## src/rtl/spwm_pkg.sv

```systemverilog
package spwm_pkg;

    localparam int IDX_W  = 8;
    localparam int DUTY_W = 8;
    localparam int NPH    = 3;
    localparam int DEPTH  = 1 << IDX_W;
    localparam int MID    = 1 << (DUTY_W - 1);
    localparam int AMPL   = MID - 1;

    typedef logic [IDX_W-1:0]  idx_t;
    typedef logic [DUTY_W-1:0] duty_t;

    typedef enum logic [1:0] {
        PH_R = 2'd0,
        PH_Y = 2'd1,
        PH_B = 2'd2
    } phase_e;

    typedef struct packed {
        logic  run;
        logic  wrap;
        duty_t car;
        idx_t  k;
    } timebase_t;

    // Offset of phase p: p thirds of the table, rounded to nearest entry.
    function automatic idx_t phase_offset(input int p);
        return idx_t'((2 * DEPTH * p + NPH) / (2 * NPH));
    endfunction

    // Duty code for table entry k of one full sine cycle.
    function automatic duty_t sine_duty(input int k);
        real ang;
        real val;
        ang = 2.0 * 3.14159265358979323846 * $itor(k) / $itor(DEPTH);
        val = $itor(AMPL) * $sin(ang) + $itor(MID);
        return duty_t'($rtoi(val + 0.5));
    endfunction

endpackage

```

## src/rtl/spwm_sine_rom.sv

```systemverilog
module spwm_sine_rom
    import spwm_pkg::*;
#(
    parameter int NRD = 3
) (
    input  idx_t  rd_addr [NRD],
    output duty_t rd_data [NRD]
);

    duty_t tbl [DEPTH];

    for (genvar i = 0; i < DEPTH; i++) begin : g_ent
        assign tbl[i] = sine_duty(i);
    end

    for (genvar r = 0; r < NRD; r++) begin : g_rd
        assign rd_data[r] = tbl[rd_addr[r]];
    end

endmodule

```

## src/rtl/spwm_timebase.sv

```systemverilog
module spwm_timebase
    import spwm_pkg::*;
#(
    parameter int PER_W = 16
) (
    input  logic             clk,
    input  logic             rst,
    input  logic             en,
    input  logic [PER_W-1:0] period,
    output timebase_t        tb_o
);

    logic [PER_W-1:0] cnt_q;
    idx_t             k_q;
    duty_t            car_q;

    always_ff @(posedge clk) begin
        if (rst || !en) begin
            cnt_q <= '0;
            k_q   <= '0;
            car_q <= '0;
        end else begin
            car_q <= car_q + 1'b1;
            if (cnt_q >= period) begin
                cnt_q <= '0;
                k_q   <= k_q + 1'b1;
            end else begin
                cnt_q <= cnt_q + 1'b1;
            end
        end
    end

    assign tb_o.run  = en && !rst;
    assign tb_o.wrap = (car_q == '1);
    assign tb_o.car  = car_q;
    assign tb_o.k    = k_q;

    p_index_step_r4: assert property (@(posedge clk) disable iff (rst)
        (en && cnt_q >= period) ##1 en |-> (k_q == idx_t'($past(k_q) + 1'b1)));

    p_carrier_step_r5: assert property (@(posedge clk) disable iff (rst)
        en ##1 en |-> (car_q == duty_t'($past(car_q) + 1'b1)));

    p_idle_clear_r7: assert property (@(posedge clk) disable iff (rst)
        !en |=> (k_q == '0 && car_q == '0 && cnt_q == '0));

endmodule

```

## src/rtl/spwm_phase_ch.sv

```systemverilog
module spwm_phase_ch
    import spwm_pkg::*;
#(
    parameter idx_t OFFSET = '0
) (
    input  logic      clk,
    input  logic      rst,
    input  timebase_t tb_i,
    output idx_t      rd_addr,
    input  duty_t     rd_data,
    output duty_t     duty_o,
    output logic      pwm_o
);

    localparam duty_t IDLE_DUTY = sine_duty(int'(OFFSET));

    duty_t duty_q;

    assign rd_addr = idx_t'(tb_i.k + OFFSET);

    always_ff @(posedge clk) begin
        if (rst || !tb_i.run) begin
            duty_q <= IDLE_DUTY;
        end else if (tb_i.wrap) begin
            duty_q <= rd_data;
        end
    end

    assign duty_o = duty_q;
    assign pwm_o  = tb_i.run && (tb_i.car < duty_q);

    p_duty_hold_r6: assert property (@(posedge clk) disable iff (rst)
        (tb_i.run && !tb_i.wrap) ##1 tb_i.run |-> $stable(duty_q));

    p_start_high_r5: assert property (@(posedge clk) disable iff (rst)
        (tb_i.run && tb_i.car == '0) |-> pwm_o);

    p_end_low_r5: assert property (@(posedge clk) disable iff (rst)
        (tb_i.car == '1) |-> !pwm_o);

endmodule

```

## src/rtl/spwm3_gen.sv

```systemverilog
module spwm3_gen
    import spwm_pkg::*;
#(
    parameter int PER_W = 16
) (
    input  logic             clk,
    input  logic             rst,
    input  logic             en,
    input  logic [PER_W-1:0] period,
    output logic             pwm_r,
    output logic             pwm_y,
    output logic             pwm_b,
    output logic [7:0]       duty_r,
    output logic [7:0]       duty_y,
    output logic [7:0]       duty_b
);

    timebase_t        tb;
    idx_t             rd_addr [NPH];
    duty_t            rd_data [NPH];
    duty_t            duty_w  [NPH];
    logic [NPH-1:0]   pwm_w;

    spwm_timebase #(.PER_W(PER_W)) u_tb (
        .clk    (clk),
        .rst    (rst),
        .en     (en),
        .period (period),
        .tb_o   (tb)
    );

    spwm_sine_rom #(.NRD(NPH)) u_rom (
        .rd_addr (rd_addr),
        .rd_data (rd_data)
    );

    for (genvar p = 0; p < NPH; p++) begin : g_ph
        spwm_phase_ch #(.OFFSET(phase_offset(p))) u_ch (
            .clk     (clk),
            .rst     (rst),
            .tb_i    (tb),
            .rd_addr (rd_addr[p]),
            .rd_data (rd_data[p]),
            .duty_o  (duty_w[p]),
            .pwm_o   (pwm_w[p])
        );
    end

    assign pwm_r  = pwm_w[PH_R];
    assign pwm_y  = pwm_w[PH_Y];
    assign pwm_b  = pwm_w[PH_B];
    assign duty_r = duty_w[PH_R];
    assign duty_y = duty_w[PH_Y];
    assign duty_b = duty_w[PH_B];

endmodule

```

## config.mk

```make
export PLATFORM = sky130hd
export DESIGN_NAME = spwm3_gen
export DESIGN_NICKNAME = d
export VERILOG_FILES = /design/src/rtl/spwm_pkg.sv /design/src/rtl/spwm_sine_rom.sv /design/src/rtl/spwm_timebase.sv /design/src/rtl/spwm_phase_ch.sv /design/src/rtl/spwm3_gen.sv
export SDC_FILE = /design/constraint.sdc
export NUM_CORES = 1
export LEC_CHECK = 0
export ABC_AREA = 1
export BUFFER_PORTS_ARGS = -buffer_cell sky130_fd_sc_hd__buf_2
export CAP_MARGIN = 20
export CORE_MARGIN = 2
export CORE_UTILIZATION = 60
export CTS_CLUSTER_SIZE = 14
export DETAILED_ROUTE_END_ITERATION = 6
export PLACE_DENSITY = 0.79
export RECOVER_POWER = 50
export SLEW_MARGIN = 10
export SYNTH_ARGS = -nofsm -noshare
export SYNTH_HDL_FRONTEND = slang
export SYNTH_SLANG_ARGS = --single-unit
```

## constraint.sdc

```tcl
create_clock -name clk -period 7.8 [get_ports clk]
set_clock_uncertainty 0.05 [all_clocks]
set_input_delay 0.78 -clock clk [delete_from_list [all_inputs] [get_ports clk]]
set_output_delay 0.78 -clock clk [all_outputs]
set_load 0.03 [all_outputs]
```

# ---- Word-level counts from Yosys, hierarchy flattened
# Memory sizes are Yosys's and may differ from the RTL's. A register that Yosys moved wholly into a read port is not among the register bits.
# Index checks and enable logic that the tools add are counted.
# W data, S select, Z words.
dict set report classes {
  add_sub_neg 5
  n_mul 0
  n_div 0
  magnitude_cmp 4
  eq_ne 1
  shifts 0
  muxes 0
  bitwise_logic 3
  n_reduce_logical 10
}
# op n
set op_table {}
lappend op_table {{$not A8 Y9} 3}
lappend op_table {{$lt A8 B8 Y1} 3}
lappend op_table {{$add A16 B1 Y16 const B} 1}
lappend op_table {{$add A8 B1 Y8 const B} 2}
lappend op_table {{$ge A16 B16 Y1} 1}
lappend op_table {{$add A8 B7 Y8 const B} 1}
lappend op_table {{$add A8 B8 Y8 const B} 1}
lappend op_table {{$eq A8 B8 Y1 const B} 1}
lappend op_table {{$logic_and A1 B1 Y1} 4}
lappend op_table {{$logic_not A1 Y1} 3}
lappend op_table {{$logic_or A1 B1 Y1} 2}
lappend op_table {{$reduce_or A2 Y1} 1}
dict set report word_totals {
  register_bits 32
  latch_bits 0
  ramBits 0
  rom_bits 6144
  inputBits 19
  output_inout_bits 27
  word_cells 29
  memories 3
}
# memory words width rd rd_clocked_by_memory_dff write_ports line
set memory_table {}
lappend memory_table {{(no name shown)} 256 8 1 1 0 spwm_sine_rom.sv:17} ;# assign rd_data[r] = tbl[rd_addr[r]];
lappend memory_table {{(no name shown)} 256 8 1 1 0 spwm_sine_rom.sv:17}
lappend memory_table {{(no name shown)} 256 8 1 1 0 spwm_sine_rom.sv:17}

# ---- Logic depth before layout (Yosys ltp)
dict set report depth {
  word_depth 4
  mapped_depth 19
  ltp_nobuf 17
}

# ---- By module
# Synthesis repeated with hierarchy kept, for this count alone.
dict set report unflattened {
  cells_unflattened 1688
  area_unflattened_um2 9153.8
}
# module instances cells_each area_each_um2 seq_area_each_um2
set by_module_without_submodules {}
lappend by_module_without_submodules {spwm_sine_rom 1 1160 5378.9 0.0}
lappend by_module_without_submodules {spwm_timebase 1 273 2006.9 640.6}
lappend by_module_without_submodules {{spwm_phase_ch at g_ph[2].u_ch} 1 92 623.1 160.2}
lappend by_module_without_submodules {{spwm_phase_ch at g_ph[1].u_ch} 1 91 608.1 160.2}
lappend by_module_without_submodules {{spwm_phase_ch at g_ph[0].u_ch} 1 72 536.8 160.2}

# ---- Worst setup path after synthesis
# OpenSTA, ideal clock, no wires.
dict set report synth_timing {
  path_type {flip-flop to flip-flop}
  start {register u_tb.k_q[1]}
  end {register g_ph[2].u_ch.duty_q[5]}
  setup_ps 70
  t_arrival_ps 2852
  required_ps 7680
  path_slack_ps 4828
  stages_incl_launch_ff 20
  n_path_buf 3
  period_less_slack_ps 2972
  path_cell_list {dfxtp_1 > clkbuf_1 > inv_1 > ha_1 > inv_2 > ha_1 > buf_2 > inv_1 > buf_2 > ha_1 > inv_1 > nand2_1 > nand2_2 > nand2_1 > nand2_1 > nand2_1 > nand2_1 > nand3_1 > nand3_1 > a21oi_1}
}
dict set report synth_via {
  elab_chain_len 2
}
# item line
set synth_rtl {}
lappend synth_rtl {{start, declared} spwm_timebase.sv:14} ;# idx_t k_q;
lappend synth_rtl {{start signal, assigned} spwm_timebase.sv:26} ;# k_q <= k_q + 1'b1;
lappend synth_rtl {{$add A8 B8 Y8} spwm_phase_ch.sv:19} ;# assign rd_addr = idx_t'(tb_i.k + OFFSET);
lappend synth_rtl {{$not A8 Y9 (implied by the code)} spwm_sine_rom.sv:17}
lappend synth_rtl {{end, declared} spwm_phase_ch.sv:17} ;# duty_t duty_q;
# No other way between the ends.
# A chain may end at the register's enable or synchronous reset.

# ---- Final worst setup path
dict set report layout_timing {
  start {register u_tb.k_q[0]}
  end {register g_ph[2].u_ch.duty_q[5]}
}
# Same word-level chain as after synthesis.

==> results.md <==
- Worst-path fanout max: 28
- Arr. time, crit path: 4.79 ns
- Layout Nets: 1,677
- Cell mode on critical path: nand2_1
- TritonCTS Buffers: 5
- Clock latency on the worst-skew pair: 0.31 ns
- Io pins: 46
- Overall Power: 587.7 µW
- GRT Total Usage: 0.4057
- Yosys top cell area share: 0.2309
- Max-slew violation count: 0
- FMAX: 0.2164 GHz
- # rows: 43
- Die X: 124.3 µm
- Yosys reg bits: 56
- Layout Cells excl Fill: 1,771
- Die height: 124.3 µm
- Drt via density: 6.342
- CP Cell Sequence: buf_4 > inv_1 > ha_1 > inv_2 > ha_1 > inv_1 > nor2_1 > inv_1 > nand2_1 > nand2_1 > nand2_1 > nand2_1 > nand2_1 > nand2_1 > nand3_1 > nand3_1 > a21oi_1
- CP Class: flip-flop to flip-flop
- Vias in the first global route: 10,110
- Syn nets: 1,698
- YS warnings: 0
- Final TNS setup: 0 ns
- Ant. Diodes: 0
- Buf/Inv on CP: 5
- H-Tree Depth: 2
- Synthesized area: 8681 µm²
- Final hold violation count: 0
- Cell Pwr Density: 66.04 nW/µm²
- Register area share after synthesis: 0.1291
- Via count: 11,230
- Syn Area/Cell: 5.388 µm²
- Hold bufs inserted after CTS: 0
- Postcts setup bufs: 0
- Area Overhead vs Synth: 2.522%
- Detail Route Antenna Nets: 0
- Inst Count DP: 1,763
- Clk sinks: 56
- Final WL: 33,090 µm
- Worst Hold Class: flip-flop to flip-flop
- CTS Buffer Depth: 2
- Largest net degree at the start of global routing: 52
- Ys flop type: dfxtp_1
- Final worst setup slack: 3.179 ns
- Dpl hpwl: 23,570 µm
- Gate Count Post-Synth: 1,611
- Post-synth EDFFs: 0
- CP Capture Type: flip-flop
- Antenna violations before repair: 0
- Hold WS: 0.4239 ns
- CTS tree: done
- Max stage delay on crit path: 0.90 ns
- CP max-delay cell: ha_1
- First-pass GRT wire length: 52,130 µm
- IO Port Bufs: 45
- Post-CTS Resized: 0
- Asr flop ratio synth: 0
- RSZ-0062 raised after global routing: no
- Max-cap violations: 0
- Largest delay share family, worst path: buffers and inverters
- Static Leak: 4.441 nW
- Status: completed
- Worst setup SP type: flip-flop
- 1st-iter DRT viols: 1,659
- Slew HR: 0.1947
- Synth area leader: nand2_1
- Post-synth top cells: nand2_1 (534), nand3_1 (206), nor2_1 (143), inv_1 (139), o21ai_0 (114)
- Synth cell types: 47
- Total grt overflow: 0
- First-pass DRT Iterations: 6
- WP data required: 7.97 ns
- Post-Place Setup Slack: 3.475 ns
- Synth area leaders: nand2_1 (23%), dfxtp_1 (13%), nand3_1 (12%)
- Worst Tran Pin Value: 1.208 ns
- Gpl congestion: 1.060
- R2r setup slk: 3.18 ns
- Routed WL per cell: 18.68 µm
- Post-route clock period utilization: 0.5924
- # DRC: 0
- Initial Util: 0.6206
- Clk root buf: clkbuf_16
- Top-count cell post-synth: nand2_1
- # setup viols final: 0
- Clock Pin Slew Worst Setup and Hold Paths: 0.09 ns
- DIE AREA: 15,450 µm²
- Proportion of layout cells with a drive suffix above 1: 0.05154
- Final Critical Period: 4.621 ns
- Peak VDD IR: 0.08788 mV
- Placeable core area: 13,990 µm²
[area by class of cell]
cell class	instances	area, µm²
flip-flops and latches	56	1121
well taps	180	225.2
inverters	152	576.8
multi-input cells	1320	6543
clock buffers	6	128.9
fillers	1443	5089
repair buffers	55	266.5
clock inverters	2	38.79
[worst paths after layout]
path / start / to / cells after the start
setup / recovery: u_tb.k_q[0] / g_ph[2].u_ch.duty_o[5] / 17
hold reg to reg: u_tb.car_q[0] / u_tb.car_q[0] / 1
hold / removal: u_tb.car_q[0] / u_tb.car_q[0] / 1
setup reg to reg: u_tb.k_q[0] / g_ph[2].u_ch.duty_o[5] / 17
[layout by cell type, fill, tap and decap left out, drive strengths merged, types with 3 or more instances in the layout]
cell type,Yosys,layout
nand2,555,555
o211ai,12,12
o21ai,138,138
a211o,3,3
nand3b,4,4
a22oi,3,3
a21oi,112,112
a31oi,10,10
ha,67,67
dfxtp,56,56
xor2,3,3
nand3,208,208
nand4,16,16
buf,63,30
a211oi,4,4
nor2,148,148
nor3,16,16
clkbuf,20,31
inv,151,152
xnor2,3,3
[logic make-up (layout without fill, tap and decap cells)]
group                    Yosys count  count (layout)  synth area share
AND/OR/NAND/NOR                  954             954            0.4679
buffers and inverters            235             215            0.1175
adder cells (fa/ha/maj)           68              68           0.09888
flip-flops                        56              56            0.1291
AO/OA/AOI/OAI                    292             292            0.1806
XOR/XNOR                           6               6          0.006055
[state kept, by name, summed over array words and instances (netlist names)]
register and flops:
g_ph.u_ch.duty_o 24, u_tb.car_q 8, u_tb.k_q 8, u_tb.cnt_q 16
[metrics by stage]
step	cell area [µm²]	utilization
global route	8900	0.6362
CTS	8934	0.6386
detailed placement	8766	0.6267
finish	8900	0.6362
floorplan	8681	-
global placement	8766	0.6267
[routing by layer]
layer,up-vias,GRT usage,routed length [µm]
li1,5246,-,-
met1,4898,0.5244,12720
met2,889,0.6310,14060
met3,198,0.08333,4227
met4,0,0.2234,2086
met5,-,0,0
[power breakdown]
part	total [mW]	switching, mW	internal (mW)
combinational	0.0275	0.0172	0.0103
sequential	0.288	0.00124	0.287
clock	0.272	0.119	0.154
total	0.588	0.137	0.450
(Power assumes the default switching activity.)
